**config.mk**
```make
export PLATFORM = sky130hd
export DESIGN_NAME = subtx_top
export DESIGN_NICKNAME = d
export VERILOG_FILES = /design/src/rtl/subtx_pkg.sv /design/src/rtl/subtx_ser.sv /design/src/rtl/subtx_tmr.sv /design/src/rtl/subtx_pos.sv /design/src/rtl/subtx_top.sv
export SDC_FILE = /design/constraint.sdc
export NUM_CORES = 1
export LEC_CHECK = 0
export BUFFER_PORTS_ARGS = -buffer_cell sky130_fd_sc_hd__buf_2
export CAP_MARGIN = 40
export CORE_AREA = 3 3 69 71
export DETAILED_ROUTE_END_ITERATION = 8
export DIE_AREA = 0 0 72 74
export PLACE_DENSITY = 0.7
export SLEW_MARGIN = 10
export SYNTH_ARGS = -nofsm -noshare
export SYNTH_HDL_FRONTEND = slang
export SYNTH_SLANG_ARGS = --single-unit
```
**constraint.sdc**
```tcl
create_clock -name clk -period 3.8 [get_ports clk]
set_input_delay 0.38 -clock clk [delete_from_list [all_inputs] [get_ports clk]]
set_output_delay 0.38 -clock clk [all_outputs]
set_load 0.01 [all_outputs]
```
**src/rtl/subtx_pkg.sv**
```systemverilog
package subtx_pkg;

    typedef enum logic [1:0] {
        ST_IDLE = 2'd0,
        ST_SYNC = 2'd1,
        ST_SEND = 2'd2,
        ST_GAP  = 2'd3
    } subtx_st_e;

    // Limit a requested gap to the legal range 1..gmax.
    function automatic int gap_clamp(input int req, input int gmax);
        if (req < 1)
            return 1;
        else if (req > gmax)
            return gmax;
        else
            return req;
    endfunction

endpackage

```
**src/rtl/subtx_ser.sv**
```systemverilog
// Word shifter: holds start bit plus data, line is the MSB of the register.
module subtx_ser #(
    parameter int DATA_W = 7
) (
    input  logic              clk,
    input  logic              rst_n,
    input  logic              load,
    input  logic              adv,
    input  logic [DATA_W-1:0] data,
    output logic              line,
    output logic              done
);
    localparam int WORD_BITS = DATA_W + 1;
    localparam int CNT_W     = $clog2(WORD_BITS);

    typedef struct packed {
        logic [WORD_BITS-1:0] sh;
        logic [CNT_W-1:0]     cnt;
    } ser_s;

    ser_s cur_q, nxt_d;

    always_comb begin
        nxt_d = cur_q;
        if (load) begin
            nxt_d.sh  = {1'b1, data};
            nxt_d.cnt = CNT_W'(DATA_W);
        end else if (adv) begin
            nxt_d.sh = {cur_q.sh[WORD_BITS-2:0], 1'b0};
            if (cur_q.cnt != '0)
                nxt_d.cnt = cur_q.cnt - 1'b1;
        end
    end

    always_ff @(posedge clk) begin
        if (!rst_n)
            cur_q <= '0;
        else
            cur_q <= nxt_d;
    end

    assign line = cur_q.sh[WORD_BITS-1];
    assign done = (cur_q.cnt == '0);

endmodule

```
**src/rtl/subtx_tmr.sv**
```systemverilog
// Shared down counter for the sync pause and the inter-word gap.
module subtx_tmr #(
    parameter int W = 5
) (
    input  logic         clk,
    input  logic         rst_n,
    input  logic         load,
    input  logic [W-1:0] val,
    input  logic         dec,
    output logic         zero
);
    logic [W-1:0] cnt_q, cnt_d;

    always_comb begin
        cnt_d = cnt_q;
        if (load)
            cnt_d = val;
        else if (dec && cnt_q != '0)
            cnt_d = cnt_q - 1'b1;
    end

    always_ff @(posedge clk) begin
        if (!rst_n)
            cnt_q <= '0;
        else
            cnt_q <= cnt_d;
    end

    assign zero = (cnt_q == '0);

endmodule

```
**src/rtl/subtx_pos.sv**
```systemverilog
// Word position inside a block.
module subtx_pos #(
    parameter int BLOCK_WORDS = 96,
    parameter int POS_W       = 7
) (
    input  logic             clk,
    input  logic             rst_n,
    input  logic             start,
    input  logic             restart,
    output logic [POS_W-1:0] pos
);
    localparam logic [POS_W-1:0] LAST = POS_W'(BLOCK_WORDS - 1);

    logic [POS_W-1:0] pos_q, pos_d;

    always_comb begin
        pos_d = pos_q;
        if (start) begin
            if (restart || pos_q == LAST)
                pos_d = '0;
            else
                pos_d = pos_q + 1'b1;
        end
    end

    always_ff @(posedge clk) begin
        if (!rst_n)
            pos_q <= LAST;
        else
            pos_q <= pos_d;
    end

    assign pos = pos_q;

endmodule

```
**src/rtl/subtx_top.sv**
```systemverilog
module subtx_top
    import subtx_pkg::*;
#(
    parameter int DATA_W      = 7,
    parameter int SYNC_BITS   = 18,
    parameter int GAP_MAX     = 8,
    parameter int GAP_CFG_W   = 4,
    parameter int BLOCK_WORDS = 96,
    parameter int POS_W       = $clog2(BLOCK_WORDS)
) (
    input  logic                 clk,
    input  logic                 rst_n,
    input  logic                 bit_en,
    input  logic [GAP_CFG_W-1:0] cfg_gap,
    input  logic                 sym_valid,
    input  logic [DATA_W-1:0]    sym_data,
    input  logic                 sym_block_start,
    output logic                 sym_ready,
    output logic                 ser_out,
    output logic [POS_W-1:0]     blk_pos
);
    localparam int TMR_MAX = (SYNC_BITS > GAP_MAX) ? SYNC_BITS : GAP_MAX;
    localparam int TMR_W   = $clog2(TMR_MAX + 1);
    localparam logic [TMR_W-1:0] SYNC_LOAD = TMR_W'(SYNC_BITS - 1);

    typedef struct packed {
        subtx_st_e         st;
        logic              pend;
        logic [DATA_W-1:0] hold;
        logic              flag;
    } top_s;

    top_s cur_q, nxt_d;

    logic             accept;
    logic             ser_load, ser_adv, ser_done, ser_line;
    logic             tmr_load, tmr_dec, tmr_zero;
    logic [TMR_W-1:0] tmr_val, gap_load;
    logic             pos_start;

    assign sym_ready = (cur_q.st == ST_IDLE || cur_q.st == ST_GAP) && !cur_q.pend;
    assign accept    = sym_valid && sym_ready;
    assign gap_load  = TMR_W'(gap_clamp(int'(cfg_gap), GAP_MAX) - 1);
    assign tmr_dec   = bit_en && (cur_q.st == ST_SYNC || cur_q.st == ST_GAP);

    always_comb begin
        nxt_d     = cur_q;
        ser_load  = 1'b0;
        ser_adv   = 1'b0;
        tmr_load  = 1'b0;
        tmr_val   = '0;
        pos_start = 1'b0;

        if (accept) begin
            nxt_d.pend = 1'b1;
            nxt_d.hold = sym_data;
            nxt_d.flag = sym_block_start;
        end

        case (cur_q.st)
            ST_IDLE: begin
                if (bit_en && cur_q.pend) begin
                    pos_start  = 1'b1;
                    nxt_d.pend = 1'b0;
                    if (cur_q.flag) begin
                        nxt_d.st = ST_SYNC;
                        tmr_load = 1'b1;
                        tmr_val  = SYNC_LOAD;
                    end else begin
                        nxt_d.st = ST_SEND;
                        ser_load = 1'b1;
                    end
                end
            end
            ST_SYNC: begin
                if (bit_en && tmr_zero) begin
                    nxt_d.st = ST_SEND;
                    ser_load = 1'b1;
                end
            end
            ST_SEND: begin
                if (bit_en) begin
                    ser_adv = 1'b1;
                    if (ser_done) begin
                        nxt_d.st = ST_GAP;
                        tmr_load = 1'b1;
                        tmr_val  = gap_load;
                    end
                end
            end
            ST_GAP: begin
                if (bit_en && tmr_zero) begin
                    if (cur_q.pend) begin
                        pos_start  = 1'b1;
                        nxt_d.pend = 1'b0;
                        if (cur_q.flag) begin
                            nxt_d.st = ST_SYNC;
                            tmr_load = 1'b1;
                            tmr_val  = SYNC_LOAD;
                        end else begin
                            nxt_d.st = ST_SEND;
                            ser_load = 1'b1;
                        end
                    end else begin
                        nxt_d.st = ST_IDLE;
                    end
                end
            end
            default: nxt_d.st = ST_IDLE;
        endcase
    end

    always_ff @(posedge clk) begin
        if (!rst_n) begin
            cur_q.st   <= ST_IDLE;
            cur_q.pend <= 1'b0;
            cur_q.hold <= '0;
            cur_q.flag <= 1'b0;
        end else begin
            cur_q <= nxt_d;
        end
    end

    subtx_ser #(
        .DATA_W(DATA_W)
    ) u_ser (
        .clk  (clk),
        .rst_n(rst_n),
        .load (ser_load),
        .adv  (ser_adv),
        .data (cur_q.hold),
        .line (ser_line),
        .done (ser_done)
    );

    subtx_tmr #(
        .W(TMR_W)
    ) u_tmr (
        .clk  (clk),
        .rst_n(rst_n),
        .load (tmr_load),
        .val  (tmr_val),
        .dec  (tmr_dec),
        .zero (tmr_zero)
    );

    subtx_pos #(
        .BLOCK_WORDS(BLOCK_WORDS),
        .POS_W      (POS_W)
    ) u_pos (
        .clk    (clk),
        .rst_n  (rst_n),
        .start  (pos_start),
        .restart(cur_q.flag),
        .pos    (blk_pos)
    );

    assign ser_out = ser_line;

endmodule

```
==> summary.md, run 1 <==
| Metric | Value |
|---|---|
| Outcome | `finished, final reports clean` |
| Yosys top cell area share | `36.9%` |
| Hold Fails Final Rpt | `0` |
| Detailed Route Iter0 Violations | `71` |
| Finished Core Util | `48.1%` |
| Mapped Cells | `221` |
| TritonCTS buffer count | `5` |
| Die area | `5330 µm²` |
| Antenna Nets Post-Route | `0` |
| Sequential area share after synthesis | `36.9%` |
| Pin count of the biggest net entering global routing | `22` |
| Area Overhead vs Synth | `11.9%` |
| Crit end category | `flop` |
| Peak Freq | `0.484 GHz` |
| Pre-CTS worst setup slack | `1.67 ns` |
| Fin Hold WS | `0.328 ns` |
| Startpoint Class | `flop` |
| Post-route setup TNS | `0 ns` |
| Crit path buf inv count | `1` |
| Post-synth EDFFs | `0` |
| Tcrit/Tclk final | `54.4%` |
| Slowest-stage cell, CP | `a211oi_1` |
| CP required | `3.97 ns` |
| Leak | `0.871 nW` |
| CP cell instances | `inv_1 > ha_1 > nor4b_2 > a21oi_1 > a211oi_1 > nor2_1 > a311oi_1` |
| I/O Buffers | `24` |
| Synthesis-stage register bit count | `34` |
| Top cells by area, synth | `dfxtp_1 (37%), ha_1 (6.8%), nand2_1 (6.7%)` |
| Wire length per cell | `13.2 µm` |
| Resized Gates After CTS | `0` |
| Power per Cell Area | `705 nW/µm²` |
| WP data arrival | `2.24 ns` |
| Deepest clock path buffer count | `2` |
| Ant diodes | `0` |
| Max VDD drop | `516 µV` |
| Die height | `74 µm` |
| Clock Latency Late Sink | `0.28 ns` |
| Kind of critical path | `flop to flop` |
| Share of layout cells above drive strength 1 | `15.4%` |
| Most numerous cell in the Yosys netlist | `dfxtp_1` |
| Post-synth ARST share | `0%` |
| Synth Flop Type | `dfxtp_1` |
| Syn_nets | `247` |
| Synth Cell Area | `1850 µm²` |
| Clock root cell | `clkbuf_8` |
| Number of core rows | `24` |
| Hold Buf Count CTS | `0` |
| Ports | `25` |
| Synth Warn # | `0` |
| Min-Delay Startpoint | `sym_block_start` |
| Core Region | `4290 µm²` |
| DRC errors left | `0` |
| Setup ws final | `1.73 ns` |
| Setup Buffers After CTS | `0` |
| CP Max Fanout | `4` |
| Commonest cells in the netlist | `dfxtp_1 (34), nand2_1 (33), a21oi_1 (20)` |
| RR Startpoint | `u_tmr.cnt_q[0]$_SDFFE_PN0P_` |
| Clock sinks | `34` |
| Post-layout min period | `2.07 ns` |
| Clock Skews | `0.00311 ns` |
| Worst Setup SP | `u_tmr.cnt_q[0]$_SDFFE_PN0P_` |
| Drt pass-1 iters | `4` |
| Yosys cell types | `48` |
| Via count | `1643` |
| Total Wirelength | `3.88 mm` |
| GRT Overall Usage | `15.0%` |
| Final nets | `266` |
| Pwr Total | `1.46 mW` |
| Post-DR vias/cell | `5.61` |
| Clock-pin transition on the worst setup and hold timing paths | `0.07 ns` |
| DP HPWL | `2.70 mm` |
| Cell class contributing the biggest share of worst-path delay | `compound AO/OA/AOI/OAI gates` |
| Syn avg cell area | `8.35 µm²` |
| Max incr delay on CP | `0.42 ns` |
| Htree depth | `2` |
| Die X | `72 µm` |
| Slew headroom | `52.3%` |
| Initial antenna violation count | `0` |
| Initial Utilization | `43.0%` |
| Max-Cap Viols | `0` |
| RSZ-0062 raised after global routing | `no` |
| CTS tree | `yes` |
| Global route overflow | `0` |
| First-pass GRT wire length | `6.39 mm` |
| Worst Tran Pin Value | `0.711 ns` |
| Vias in the first global route | `1423` |
| Routability cong. | `0.745` |
| Finish-stage setup viols | `0` |
| Synth area leader | `dfxtp_1` |
| Hold crit path type | `primary input to flop` |
| Final Max Tran Viols | `0` |
==> flip-flops by register name (all words and copies together) (netlist names) <==
signal / count
u_pos.pos: 7
u_ser.line: 1
cur_q: 11
u_tmr.cnt_q: 5
u_ser.cur_q: 10
==> power by group <==
group | switching (mW) | internal, mW | total (mW)
clock network | 0.126 | 0.183 | 0.309
logic | 0.381 | 0.260 | 0.641
registers | 0.0723 | 0.436 | 0.508
total | 0.579 | 0.878 | 1.46
==> per-stage QoR <==
step           instances  area, µm²
4_1_cts              293       2070
6_report             293       2070
3_5_place_dp         285       1960
2_1_floorplan        221       1850
5_1_grt              293       2070
3_3_place_gp         285       1960
==> tightest hold or removal path: cells and delay by family <==
kind | cells | cell delay, ns
buffers and inverters | 1 | 0.09
AND/OR/NAND/NOR | 1 | 0.04
AO/OA/AOI/OAI | 1 | 0.05
==> path summary, 6_finish.rpt <==
check | end | slack, ns | cells after the start
max | cur_q[10]$_SDFFE_PN0P_ | 1.73 | 7
max reg2reg | cur_q[10]$_SDFFE_PN0P_ | 1.73 | 7
min reg2reg | cur_q[7]$_SDFFE_PN0P_ | 0.46 | 2
min | cur_q[0]$_SDFFE_PN0P_ | 0.33 | 3
==> layer usage <==
metal / up-vias / part of all wire [%] / global-route usage, %
met2: 38 / 44 / 24.0
met3: 6 / 4.7 / 3.65
met1: 763 / 50 / 20.2
li1: 836 / - / -
met5: - / 0 / 0
met4: 0 / 1.3 / 4.38
==> layout make-up <==
class | count | area [µm²]
fillers | 432 | 2230
multi-input cells | 165 | 1050
flip-flops and latches | 34 | 681
repair buffers | 24 | 120
clock buffers | 8 | 110
well taps | 52 | 65.1
inverters | 10 | 37.5
==> placed cells by master (no fill, tap or decap), types with 3 or more instances in the layout <==
cell type / synthesis / layout
ha_1: 10 / 10
a21oi_1: 20 / 20
buf_2: 0 / 24
inv_1: 10 / 10
a221o_1: 6 / 6
o21ai_0: 12 / 12
and3_1: 5 / 5
dfxtp_1: 34 / 34
nand3_1: 9 / 9
clkbuf_8: 0 / 8
nand2_1: 33 / 33
nor2_1: 15 / 15
xnor2_1: 3 / 3
o211a_1: 3 / 3
nor3_1: 4 / 4
a31oi_1: 3 / 3
==> kinds of logic (layout without fill, tap and decap cells) <==
group	after synthesis	after routing	synth area share (%)
AOI/OAI and AO/OA	63	63	23.7
xor gates and xnor gates	4	4	1.90
adders and majority gates	10	10	6.78
buffers and inverters	22	42	6.10
DFF	34	34	36.9
muxes	1	1	0.542
and+or+nand+nor	87	87	24.1
No activity file was read; power rests on OpenSTA's default activity.
==> run 2, diff against run 1 <==
ABC_AREA = 1   (was not set)
CORE_AREA = 3 3 72 74   (was 3 3 69 71)
DIE_AREA = 0 0 75 77   (was 0 0 72 74)
PLACE_DENSITY = 0.72   (was 0.7)
clock period = 1.8 ns   (was 3.8 ns; I/O delays follow)
==> run 2 against run 1 <==
  * Sequential power grew 110%
  * Largest power group unchanged
  * Critical path type unchanged
  * Die area rose by 8.4%
  * Largest cell class unchanged
  * Synthesized cell count is 29% higher
  * Maximum frequency increased by 25%
  * Clock power grew 88%
  * First-iteration DRC count is 75% higher
  * Combinational power rose by 120%
  * Sequential share of layout area down 3.9 points
  * Worst hold slack got worse by 0.18 ns
==> summary.md, run 2 <==
| Metric | Value |
|---|---|
| Outcome | `finished, final reports clean` |
| Worst Tran Pin Value | `0.560 ns` |
| Commonest non-fill, non-tap cell in the layout | `nand2_1` |
| Peak Freq | `0.606 GHz` |
| Ant diodes | `0` |
| Final Max Tran Viols | `0` |
| Finished Core Util | `50.3%` |
| Top cells by area, synth | `dfxtp_1 (33%), nand2_1 (8.6%), nand3_1 (6.8%)` |
| Pwr Total | `3.10 mW` |
| Routability cong. | `0.896` |
| Syn avg cell area | `7.21 µm²` |
| Clock sinks | `34` |
| Power per Cell Area | `1320 nW/µm²` |
| Post-synth ARST share | `0%` |
| Post-synth EDFFs | `0` |
| Startpoint Class | `flop` |
| TritonCTS buffer count | `5` |
| CTS tree | `yes` |
| Synth Cell Area | `2050 µm²` |
| Ports | `25` |
| WL met1 | `2.07 mm` |
| Max VDD drop | `763 µV` |
| GRT Overall Usage | `16.4%` |
| Leak | `1.06 nW` |
| Clock Skews | `0.00523 ns` |
| Hold Fails Final Rpt | `0` |
| First-pass GRT wire length | `7.50 mm` |
| Syn_nets | `310` |
| Kind of critical path | `flop to flop` |
| Met3 wire len | `161 µm` |
| Share of layout cells above drive strength 1 | `22.7%` |
| Fin Hold WS | `0.149 ns` |
| CP Max Fanout | `6` |
| Met2 Routed Length | `2.11 mm` |
| Max incr delay on CP | `0.35 ns` |
| Hold crit path type | `primary input to flop` |
| Synth Flop Type | `dfxtp_1` |
| Antenna Nets Post-Route | `0` |
| Synth area leader | `dfxtp_1` |
| Mapped Cells | `284` |
| Area Overhead vs Synth | `14.5%` |
| Crit end category | `flop` |
| Most numerous cell in the Yosys netlist | `nand2_1` |
| DP HPWL | `3.26 mm` |
| Pin count of the biggest net entering global routing | `20` |
| Yosys top cell area share | `33.2%` |
| Die height | `77 µm` |
| Tcrit/Tclk final | `91.6%` |
| Die X | `75 µm` |
| Crit path buf inv count | `2` |
| Clock Latency Late Sink | `0.28 ns` |
| Yosys cell types | `34` |
| Total Wirelength | `4.38 mm` |
| Sequential area share after synthesis | `33.2%` |
| Finish-stage setup viols | `0` |
| Vias in the first global route | `1703` |
| Top routing layer in use | `met4` |
| Commonest cells in the netlist | `nand2_1 (47), inv_1 (35), nor2_1 (35)` |
| Number of core rows | `25` |
| DRC errors left | `0` |
| Max reg flops | `11` |
| Drt pass-1 iters | `4` |
| Post-route setup TNS | `0 ns` |
| Number of fill cells | `443` |
| Htree depth | `2` |
| Post-DR vias/cell | `4.96` |
| Global route overflow | `0` |
| Commonest cells after routing, fill and taps aside | `nand2_1 (47), nor2_1 (35), inv_1 (34), dfxtp_1 (34), nand3_1 (28)` |
| Cell class contributing the biggest share of worst-path delay | `simple AND/OR/NAND/NOR gates` |
| Synth Warn # | `0` |
| Slew headroom | `62.7%` |
| Via count | `1840` |
| Hold Buf Count CTS | `0` |
| Clock root cell | `clkbuf_8` |
| I/O Buffers | `24` |
| Post-layout min period | `1.65 ns` |
| Slowest-stage cell, CP | `dfxtp_1` |
| Initial Utilization | `43.9%` |
| CP required | `1.95 ns` |
| WP data arrival | `1.80 ns` |
| Wire length per cell | `11.8 µm` |
| Max-Cap Viols | `0` |
| Core Region | `4660 µm²` |
| Clock-pin transition on the worst setup and hold timing paths | `0.07 ns` |
| Deepest clock path buffer count | `2` |
| Final nets | `342` |
| CP cell instances | `inv_1 > ha_1 > nand2_4 > buf_4 > nor2_2 > nand2_1 > xor2_1 > a21oi_2` |
| Synthesis-stage register bit count | `34` |
| Die area | `5780 µm²` |
| Top reg by flops | `cur_q` |
| Initial antenna violation count | `0` |
| Detailed Route Iter0 Violations | `124` |
-- run 2: where the power goes --
| part | switching (mW) | internal, mW | leakage, nW | total (mW) |
|---|---|---|---|---|
| clock network | 0.272 | 0.309 | 0.0482 | 0.580 |
| logic | 0.908 | 0.518 | 0.734 | 1.43 |
| registers | 0.154 | 0.938 | 0.278 | 1.09 |
-- run 2: per-layer routing --
layer  GRT usage, %  vias to the layer above
met5              0                        -
met4           4.45                        0
met3           5.24                        4
met2           26.2                       34
met1           20.9                      820
li1               -                      982
-- run 2: repair_timing --
item,4_1_cts,5_1_grt
setup endpoints to repair,0,6
buffers inserted,0,4
resized for setup,0,3
-- run 2: worst paths after layout --
kind / from / endpoint / slack, ns / depth (start not counted)
worst max-delay path: cur_q[9]$_SDFFE_PN0P_ / u_ser.cur_q[2]$_SDFFE_PN0P_ / 0.15 / 8
worst max register to register: cur_q[9]$_SDFFE_PN0P_ / u_ser.cur_q[2]$_SDFFE_PN0P_ / 0.15 / 8
worst min-delay path: sym_data[0] / cur_q[1]$_SDFFE_PN0P_ / 0.15 / 3
worst min register to register: u_ser.cur_q[5]$_SDFFE_PN0P_ / u_ser.cur_q[5]$_SDFFE_PN0P_ / 0.48 / 2
-- run 2: final cells by class --
| cell class | count | area (µm²) | share of cell area [%] |
|---|---|---|---|
| clock inverters | 1 | 5.00 | 0.213 |
| inverters | 43 | 169 | 7.20 |
| multi-input cells | 202 | 1170 | 49.9 |
| flip-flops and latches | 34 | 681 | 29.0 |
| repair buffers | 30 | 165 | 7.04 |
| well taps | 54 | 67.6 | 2.88 |
| clock buffers | 7 | 86.3 | 3.68 |
-- run 2: cells by family after synthesis --
logic type | count (synthesis) | synth area share, %
and+or+nand+nor | 136 | 33.7
AOI/OAI and AO/OA | 49 | 13.9
buffers and inverters | 48 | 10.1
DFF | 34 | 33.2
adders and majority gates | 10 | 6.11
xor gates and xnor gates | 7 | 2.99
-- run 2: metrics by stage --
step	instance area (µm²)	instances	setup slack, ns
after detailed placement	2210	359	0.138
after floorplan	2050	284	0.200
after global routing	2340	371	-0.000455
after CTS	2300	367	0.128
after global placement	2210	359	0.204
final	2340	371	0.151
-- run 2: tightest hold or removal path: cells and delay by family --
family          cells  cell delay (ns)
simple gates        1             0.07
compound gates      1             0.07
buf+inv             1             0.07
==> run 3, diff against run 2 <==
CORE_AREA = 2 2 68 76   (was 3 3 72 74)
DIE_AREA = 0 0 70 78   (was 0 0 75 77)
==> run 3 against run 2 <==
  * Flip-flop and latch count did not move
  * Total power about the same
  * Maximum frequency down 1.3%
  * Utilization up 0.61 points
  * Clock power about the same
  * Worst setup slack got worse by 0.022 ns
  * Cell area is 0.32% higher
  * Via count fell by 0.38%
  * Sequential power barely moved
  * Clock-buffer cell count is the same
  * Register-to-register slack got worse by 0.02 ns
  * Critical endpoint is now u_ser.cur_q[7]$_SDFFE_PN0P_
==> summary.md, run 3 (synthesis results as in run 2) <==
| Metric | Value |
|---|---|
| Outcome | `finished, final reports clean` |
| Die height | `78 µm` |
| Htree depth | `2` |
| Initial antenna violation count | `0` |
| Pre-CTS worst setup slack | `0.0882 ns` |
| Final std cells w/o fill | `373` |
| Slew headroom | `62.4%` |
| CP Max Fanout | `11` |
| Reg area | `682 µm²` |
| Final Max Tran Viols | `0` |
| Clock root cell | `clkbuf_8` |
| Commonest non-fill, non-tap cell in the layout | `nand2_1` |
| Deepest clock path buffer count | `2` |
| Clock sinks | `34` |
| WP data arrival | `1.88 ns` |
| Setup ws final | `0.129 ns` |
| Hold path depth | `3` |
| Die area | `5460 µm²` |
| Max reg flops | `11` |
| DRC errors left | `0` |
| GRT Overall Usage | `16.2%` |
| Met3 usage | `4.03%` |
| DP HPWL | `3.11 mm` |
| Die X | `70 µm` |
| Ant diodes | `0` |
| Hold Buf Count CTS | `0` |
| Leak | `1.07 nW` |
| Clock-pin transition on the worst setup and hold timing paths | `0.07 ns` |
| I/O Buffers | `24` |
| Area Overhead vs Synth | `14.8%` |
| Finish-stage setup viols | `0` |
| Max VDD drop | `626 µV` |
| Detailed Route Iter0 Violations | `91` |
| Post-layout min period | `1.67 ns` |
| Number of core rows | `26` |
| Design Area, Final | `2350 µm²` |
| Global route overflow | `0` |
| Share of layout cells above drive strength 1 | `23.0%` |
| Dpl cells | `361` |
| CP required | `2.01 ns` |
| Gr busiest metal | `met2` |
| CTS tree | `yes` |
| Core Region | `4620 µm²` |
| Post-DP Area | `2210 µm²` |
| Clock Latency Late Sink | `0.28 ns` |
| Power per Cell Area | `1320 nW/µm²` |
| Commonest cells after routing, fill and taps aside | `nand2_1 (46), nor2_1 (35), inv_1 (34), dfxtp_1 (33), nand3_1 (28)` |
| Total Wirelength | `4.26 mm` |
| Vias in the first global route | `1687` |
| Max-Cap Viols | `0` |
| Ports | `25` |
| Peak Freq | `0.598 GHz` |
| Antenna Nets Post-Route | `0` |
| Crit end category | `flop` |
| Routability cong. | `0.880` |
| Wire length per cell | `11.4 µm` |
| Top reg by flops | `cur_q` |
| Kind of critical path | `flop to flop` |
| Post-DR vias/cell | `4.91` |
| Multi-input gate area | `1160 µm²` |
| Via count | `1833` |
| Tcrit/Tclk final | `92.8%` |
| Met1 GRT Util | `19.0%` |
| Met2 GRT Util | `27.8%` |
| Hold Fails Final Rpt | `0` |
| Hold crit path type | `primary input to flop` |
| First-pass GRT wire length | `7.18 mm` |
| Clock Skews | `0.00242 ns` |
| TritonCTS buffer count | `5` |
| Startpoint Class | `flop` |
| Cells on worst reg2reg path | `9` |
| Worst Tran Pin Value | `0.563 ns` |
| Number of fill cells | `461` |
| Finished Core Util | `50.9%` |
| Initial Utilization | `44.3%` |
| Drt pass-1 iters | `4` |
| Pin count of the biggest net entering global routing | `20` |
| Final nets | `342` |
run 3: layer usage:
layer  wire length (µm)  part of all wire [%]
met1               1960                    46
met2               2010                    47
met3                181                   4.2
met4                114                   2.7
met5                  0                     0
run 3: final timing paths:
path | startpoint | to | slack (ns)
max | cur_q[9]$_SDFFE_PN0P_ | u_ser.cur_q[7]$_SDFFE_PN0P_ | 0.13
min | sym_data[4] | cur_q[5]$_SDFFE_PN0P_ | 0.14
max reg2reg | cur_q[9]$_SDFFE_PN0P_ | u_ser.cur_q[7]$_SDFFE_PN0P_ | 0.13
min reg2reg | u_ser.cur_q[9]$_SDFFE_PN0P_ | u_ser.cur_q[9]$_SDFFE_PN0P_ | 0.48
run 3: area by class of cell:
type	count	area share [%]
inverter	43	7.18
sequential	34	29.0
multi-input combinational	202	49.4
tap	56	2.98
clock inverter	1	0.213
timing repair buffer	30	7.55
clock buffer	7	3.67
run 3: report_power, final:
| part | internal [mW] | switching [mW] | total (mW) | leakage [nW] |
|---|---|---|---|---|
| Sequential | 0.940 | 0.154 | 1.09 | 0.278 |
| Clock | 0.308 | 0.271 | 0.580 | 0.0482 |
| Combinational | 0.525 | 0.901 | 1.43 | 0.742 |
run 3: critical path, cell delays in order (launching register included):
cell,delay [ns]
dfxtp_1,0.40
inv_1,0.09
ha_1,0.24
inv_1,0.16
nor2_4,0.08
nand2_2,0.08
nand3_4,0.14
nand2_4,0.17
nand3_1,0.09
a21oi_1,0.15
run 3: what timing repair did:
action | CTS | global route
gates resized for setup | 0 | 3
setup endpoints to repair | 0 | 10
setup buffers | 0 | 4
hold endpoints to repair | 0 | 0
run 3: per-stage QoR:
stage / hold slack [ns] / power, mW / TNS [ns]
final: 0.142 / 3.10 / 0
after global routing: 0.151 / 3.37 / -0.000467
after CTS: 0.129 / 3.10 / 0
after detailed placement: 0.433 / 2.49 / 0
after global placement: 0.428 / 2.48 / 0
after floorplan: 0.347 / 2.20 / 0
